===== config.mk =====
export PLATFORM = sky130hd
export DESIGN_NAME = bus_wdog_sup
export DESIGN_NICKNAME = d
export VERILOG_FILES = /design/src/rtl/wdg_pkg.sv /design/src/rtl/wdg_sync2.sv /design/src/rtl/wdg_start_det.sv /design/src/rtl/wdg_prescale.sv /design/src/rtl/bus_wdog_sup.sv
export SDC_FILE = /design/constraint.sdc
export NUM_CORES = 1
export LEC_CHECK = 0
export BUFFER_PORTS_ARGS = -buffer_cell sky130_fd_sc_hd__buf_2
export CORE_UTILIZATION = 60
export CTS_BUF_LIST = sky130_fd_sc_hd__clkbuf_8
export DETAILED_ROUTE_END_ITERATION = 8
export PLACE_DENSITY = 0.77
export SYNTH_ARGS = -nofsm -noshare
export SYNTH_HDL_FRONTEND = slang
export SYNTH_HIERARCHICAL = 1
export SYNTH_SLANG_ARGS = --single-unit

===== constraint.sdc =====
create_clock -name clk -period 6.7 [get_ports clk]
set_input_delay 0.335 -clock clk [delete_from_list [all_inputs] [get_ports clk]]
set_output_delay 0.335 -clock clk [all_outputs]
set_load 0.02 [all_outputs]

===== src/rtl/wdg_pkg.sv =====
package wdg_pkg;
    typedef enum logic [1:0] {
        WS_IDLE = 2'd0,
        WS_RUN  = 2'd1,
        WS_RST  = 2'd2
    } wd_state_t;

    localparam logic [1:0] SEL_OFF = 2'b11;
endpackage


===== src/rtl/wdg_sync2.sv =====
module wdg_sync2 #(
    parameter int         W       = 1,
    parameter int         STAGES  = 2,
    parameter logic [W-1:0] RST_VAL = '1
) (
    input  logic         clk,
    input  logic         srst,
    input  logic [W-1:0] d_i,
    output logic [W-1:0] q_o
);
    logic [W-1:0] stg [STAGES];

    always_ff @(posedge clk) begin
        if (srst) stg[0] <= RST_VAL;
        else      stg[0] <= d_i;
    end

    genvar g;
    generate
        for (g = 1; g < STAGES; g++) begin : g_stage
            always_ff @(posedge clk) begin
                if (srst) stg[g] <= RST_VAL;
                else      stg[g] <= stg[g-1];
            end
        end
    endgenerate

    assign q_o = stg[STAGES-1];
endmodule


===== src/rtl/wdg_start_det.sv =====
module wdg_start_det (
    input  logic clk,
    input  logic srst,
    input  logic scl_s,
    input  logic sda_s,
    output logic start_o
);
    logic sda_prev;

    always_ff @(posedge clk) begin
        if (srst) sda_prev <= 1'b1;
        else      sda_prev <= sda_s;
    end

    // falling data line with the clock line high
    assign start_o = scl_s & sda_prev & ~sda_s;
endmodule


===== src/rtl/wdg_prescale.sv =====
module wdg_prescale #(
    parameter int DIV = 50000
) (
    input  logic clk,
    input  logic srst,
    output logic tick_o
);
    localparam int PW = (DIV > 1) ? $clog2(DIV) : 1;
    localparam logic [PW-1:0] LAST = PW'(DIV - 1);

    logic [PW-1:0] pc_q;

    assign tick_o = (pc_q == LAST);

    always_ff @(posedge clk) begin
        if (srst)        pc_q <= '0;
        else if (tick_o) pc_q <= '0;
        else             pc_q <= pc_q + 1'b1;
    end
endmodule


===== src/rtl/bus_wdog_sup.sv =====
module bus_wdog_sup #(
    parameter int TICK_DIV  = 50000,
    parameter int PERIOD0   = 1400,
    parameter int PERIOD1   = 600,
    parameter int PERIOD2   = 200,
    parameter int RST_TICKS = 250
) (
    input  logic       clk,
    input  logic       srst,
    input  logic       scl_i,
    input  logic       sda_i,
    input  logic [1:0] wd_sel_i,
    output logic       rst_n_o
);
    import wdg_pkg::*;

    localparam int MAX01 = (PERIOD0 > PERIOD1) ? PERIOD0 : PERIOD1;
    localparam int MAX2R = (PERIOD2 > RST_TICKS) ? PERIOD2 : RST_TICKS;
    localparam int MAXP  = (MAX01 > MAX2R) ? MAX01 : MAX2R;
    localparam int CW    = $clog2(MAXP + 1);
    localparam logic [CW-1:0] RST_W = CW'(RST_TICKS);

    logic          scl_s, sda_s, start, tick;
    wd_state_t     state_q, state_d;
    logic [CW-1:0] cnt_q, cnt_d, per_sel;
    logic [1:0]    sel_q;
    logic          sel_off, sel_chg;

    wdg_sync2 #(.W(2), .STAGES(2), .RST_VAL(2'b11)) u_sync (
        .clk  (clk),
        .srst (srst),
        .d_i  ({scl_i, sda_i}),
        .q_o  ({scl_s, sda_s})
    );

    wdg_start_det u_det (
        .clk     (clk),
        .srst    (srst),
        .scl_s   (scl_s),
        .sda_s   (sda_s),
        .start_o (start)
    );

    wdg_prescale #(.DIV(TICK_DIV)) u_pre (
        .clk    (clk),
        .srst   (srst),
        .tick_o (tick)
    );

    // period chosen by the selector
    always_comb begin
        unique case (wd_sel_i)
            2'b00:   per_sel = CW'(PERIOD0);
            2'b01:   per_sel = CW'(PERIOD1);
            2'b10:   per_sel = CW'(PERIOD2);
            default: per_sel = '0;
        endcase
    end

    assign sel_off = (wd_sel_i == SEL_OFF);
    assign sel_chg = (wd_sel_i != sel_q);

    // next state and count
    always_comb begin
        state_d = state_q;
        cnt_d   = cnt_q;
        unique case (state_q)
            WS_IDLE: begin
                if (!sel_off) begin
                    state_d = WS_RUN;
                    cnt_d   = per_sel;
                end else begin
                    cnt_d   = '0;
                end
            end
            WS_RUN: begin
                if (sel_off) begin
                    state_d = WS_IDLE;
                    cnt_d   = '0;
                end else if (sel_chg || start) begin
                    cnt_d   = per_sel;
                end else if (tick) begin
                    if (cnt_q <= CW'(1)) begin
                        state_d = WS_RST;
                        cnt_d   = RST_W;
                    end else begin
                        cnt_d   = cnt_q - 1'b1;
                    end
                end
            end
            WS_RST: begin
                if (tick) begin
                    if (cnt_q <= CW'(1)) begin
                        if (sel_off) begin
                            state_d = WS_IDLE;
                            cnt_d   = '0;
                        end else begin
                            state_d = WS_RUN;
                            cnt_d   = per_sel;
                        end
                    end else begin
                        cnt_d = cnt_q - 1'b1;
                    end
                end
            end
            default: begin
                state_d = WS_RUN;
                cnt_d   = per_sel;
            end
        endcase
    end

    // state register
    always_ff @(posedge clk) begin
        if (srst) begin
            state_q <= sel_off ? WS_IDLE : WS_RUN;
            cnt_q   <= per_sel;
            sel_q   <= wd_sel_i;
        end else begin
            state_q <= state_d;
            cnt_q   <= cnt_d;
            sel_q   <= wd_sel_i;
        end
    end

    // outputs
    always_comb begin
        rst_n_o = (state_q != WS_RST);
    end
endmodule


==> results.json <==
{
  "synth-compound-area-share_pct": 17.12,
  "synth_simple_gate_area_share_pct": 25.97,
  "layout_common_cells": "nor2_1 (42), dfxtp_1 (23), xnor2_1 (18), edfxtp_1 (13)",
  "syn_avg_cell_area_sq_um": 8.711,
  "skew_ns": 0.01010,
  "drc": 0,
  "crit_type": "reg -> reg",
  "die_h_microns": 61.03,
  "end_kind": "flip-flop",
  "area_growth_pct": 6.882,
  "hold_class": "in -> reg",
  "synth_area_sq_um": 2091,
  "insertedDiodeCount": 0,
  "clk_pin_slew_ns": 0.08,
  "max_slew_margin_pct": 53.21,
  "met2_usage_pct": 34.94,
  "grt.met1_usage_pct": 36.96,
  "nets": 254,
  "core_sq_um": 3337,
  "post_cts_buffers": 0,
  "synth_top_family_by_area": "simple AND/OR/NAND/NOR gates",
  "synth.net_count": 249,
  "leakage_nw": 0.7838,
  "die_area_sq_um": 3725,
  "ir_drop_uv": 213.6,
  "hold_viol": 0,
  "fin_area_sq_um": 2235,
  "grt_pass1_wl_microns": 6824,
  "final_common_cell": "nor2_1",
  "busiest_layer": "met1",
  "finalCritPeriodShare_pct": 35.22,
  "portBuffers": 6,
  "grt_pass1_vias": 1503,
  "finalSetupTns_ns": 0,
  "ctsResizeCount": 0,
  "grt_setup_unrepaired": "false",
  "synthXorXnorAreaFrac_pct": 9.216,
  "synth_cells": 240,
  "place_area_sq_um": 2142,
  "rows": 21,
  "viasPerCell": 6.123,
  "drt_pre_antenna_iters": 4,
  "first_iter_violations": 197,
  "crit_required_ns": 6.81,
  "synth-seq-cells": 36,
  "ios": 7,
  "antenna_left": 0,
  "yosys_warnings": 6,
  "initial_core_util_pct": 62.65,
  "antenna_found_initial": 0,
  "async_reset_ff_share_pct": 0,
  "crit_fanout": 11,
  "clockRootBuffer": "clkbuf_8",
  "worstPathArrival_ns": 2.47,
  "wire_per_inst_microns": 14.58,
  "num_vias": 1788,
  "cap_violations": 0,
  "max_freq_ghz": 0.4238,
  "cts_buffers": 5,
  "place_hpwl_microns": 3100,
  "clock_latency_ns": 0.28,
  "grtUsageTotal_pct": 24.93,
  "start_kind": "flip-flop",
  "cts_tree": "built",
  "synth_cell_types": 50,
  "grt_overflow": 0,
  "ys_seq_area_share_pct": 40.69,
  "worst-slew-pin-transition_ns": 0.6921,
  "hold_buffers": 0,
  "layout-drive-gt1-share_pct": 8.537,
  "numClockSinks": 36,
  "grt_max_degree": 22,
  "synth_flop_cell": "dfxtp_1",
  "period_needed_ns": 2.360,
  "clockBufferDepth": 2,
  "status": "complete, no violations",
  "synth_fa_ha_area_share_pct": 1.795,
  "synth.area.mux_share_pct": 0.9575,
  "whs_ns": 0.2350,
  "slew_viol_final": 0,
  "setup_viol": 0,
  "synth-edff-count": 13,
  "die_w_microns": 61.03,
  "wl_microns": 4257,
  "gp_congestion": 0.9210,
  "grt_use_met3_pct": 4.622,
  "htreeDepth": 2,
  "p_per_area_nw_per_um2": 315.9
}
-- through the flow --
step / worst slack, ns / total power, mW / instances / utilization [%]
global placement: 4.479 / 0.5459 / 284 / 64.19
global route: 4.146 / 0.7456 / 292 / 66.97
finish: 4.340 / 0.7060 / 292 / 66.97
floorplan: 4.401 / 0.4910 / 240 / -
CTS: 4.399 / 0.7016 / 292 / 66.97
detailed placement: 4.418 / 0.5468 / 284 / 64.19
-- state kept, by name, indices dropped and copies added, names as in the netlist --
register,cells
state_q,2
sel_q,2
cnt_q,11
u_det/sda_prev,1
u_sync/stg,4
u_pre/pc_q,16
-- kinds of logic after synthesis --
family,count (synthesis)
xor gates and xnor gates,22
adders and majority gates,3
and+or+nand+nor,105
DFF,36
muxes,2
AOI/OAI and AO/OA,51
buffers and inverters,21
-- final timing paths --
kind	from	end	slack, ns	cells after the start
min	sda_i	u_sync/stg[0][0]	0.24	2
min reg2reg	u_sync/stg[0][0]	u_sync/stg[1][0]	0.42	1
max	cnt_q[4]	cnt_q[7]	4.34	5
max reg2reg	cnt_q[4]	cnt_q[7]	4.34	5
-- final cells by class --
| type | instances | area [sq um] |
|---|---|---|
| clock inverters | 2 | 10.01 |
| well taps | 46 | 57.56 |
| repair buffers | 7 | 37.54 |
| multi-input cells | 183 | 1151 |
| flip-flops and latches | 36 | 850.8 |
| clock buffers | 6 | 82.58 |
| fillers | 297 | 1102 |
| inverters | 12 | 45.04 |
-- critical path: stages, from the launching register on --
cell      delay, ns
edfxtp_1       0.50
nor4_1         0.55
nand4_1        0.51
o21ai_0        0.32
a31oi_1        0.11
o211ai_1       0.19
-- where the power goes --
| part | switching [mW] | internal, mW | total, mW |
|---|---|---|---|
| registers | 0.0547 | 0.270 | 0.325 |
| logic | 0.134 | 0.0903 | 0.224 |
| clock network | 0.0743 | 0.0822 | 0.157 |
| total | 0.263 | 0.443 | 0.706 |
-- Yosys cell counts, types with 2 or more instances --
cell       count  area (sq um)
dfxtp_1       23         460.4
or3_1          3         18.77
and3_1         3         18.77
o2111ai_1      3         26.28
o2bb2ai_1      3         26.28
a211oi_1       2         15.01
nor3_1         8         40.04
ha_1           3         37.54
nor4bb_1       2         20.02
mux2i_1        2         20.02
a31oi_1        5         31.28
xor2_1         4         35.03
o21ai_1        3         15.01
o21ai_0        3         15.01
xnor2_1       18         157.7
a21oi_1       12         60.06
or2_1          6         37.54
o211ai_1       7         52.55
nor4_1         9         56.30
nand4_1        4         25.02
buf_2          2         10.01
inv_1         11         41.29
edfxtp_1      13         390.4
clkbuf_1       6         22.52
o31ai_1        2         15.01
nand2_1       11         41.29
nor2_1        42         157.7
o311ai_1       3         26.28
nand3_1        6         30.03
-- layer usage --
layer	up-vias	routed length, microns	part of all wire [%]
met4	0	59	1.4
li1	893	-	-
met3	8	299	7.0
met2	71	1884	44
met1	816	2014	47
met5	-	0	0
Power figures use the tool's default switching activity.
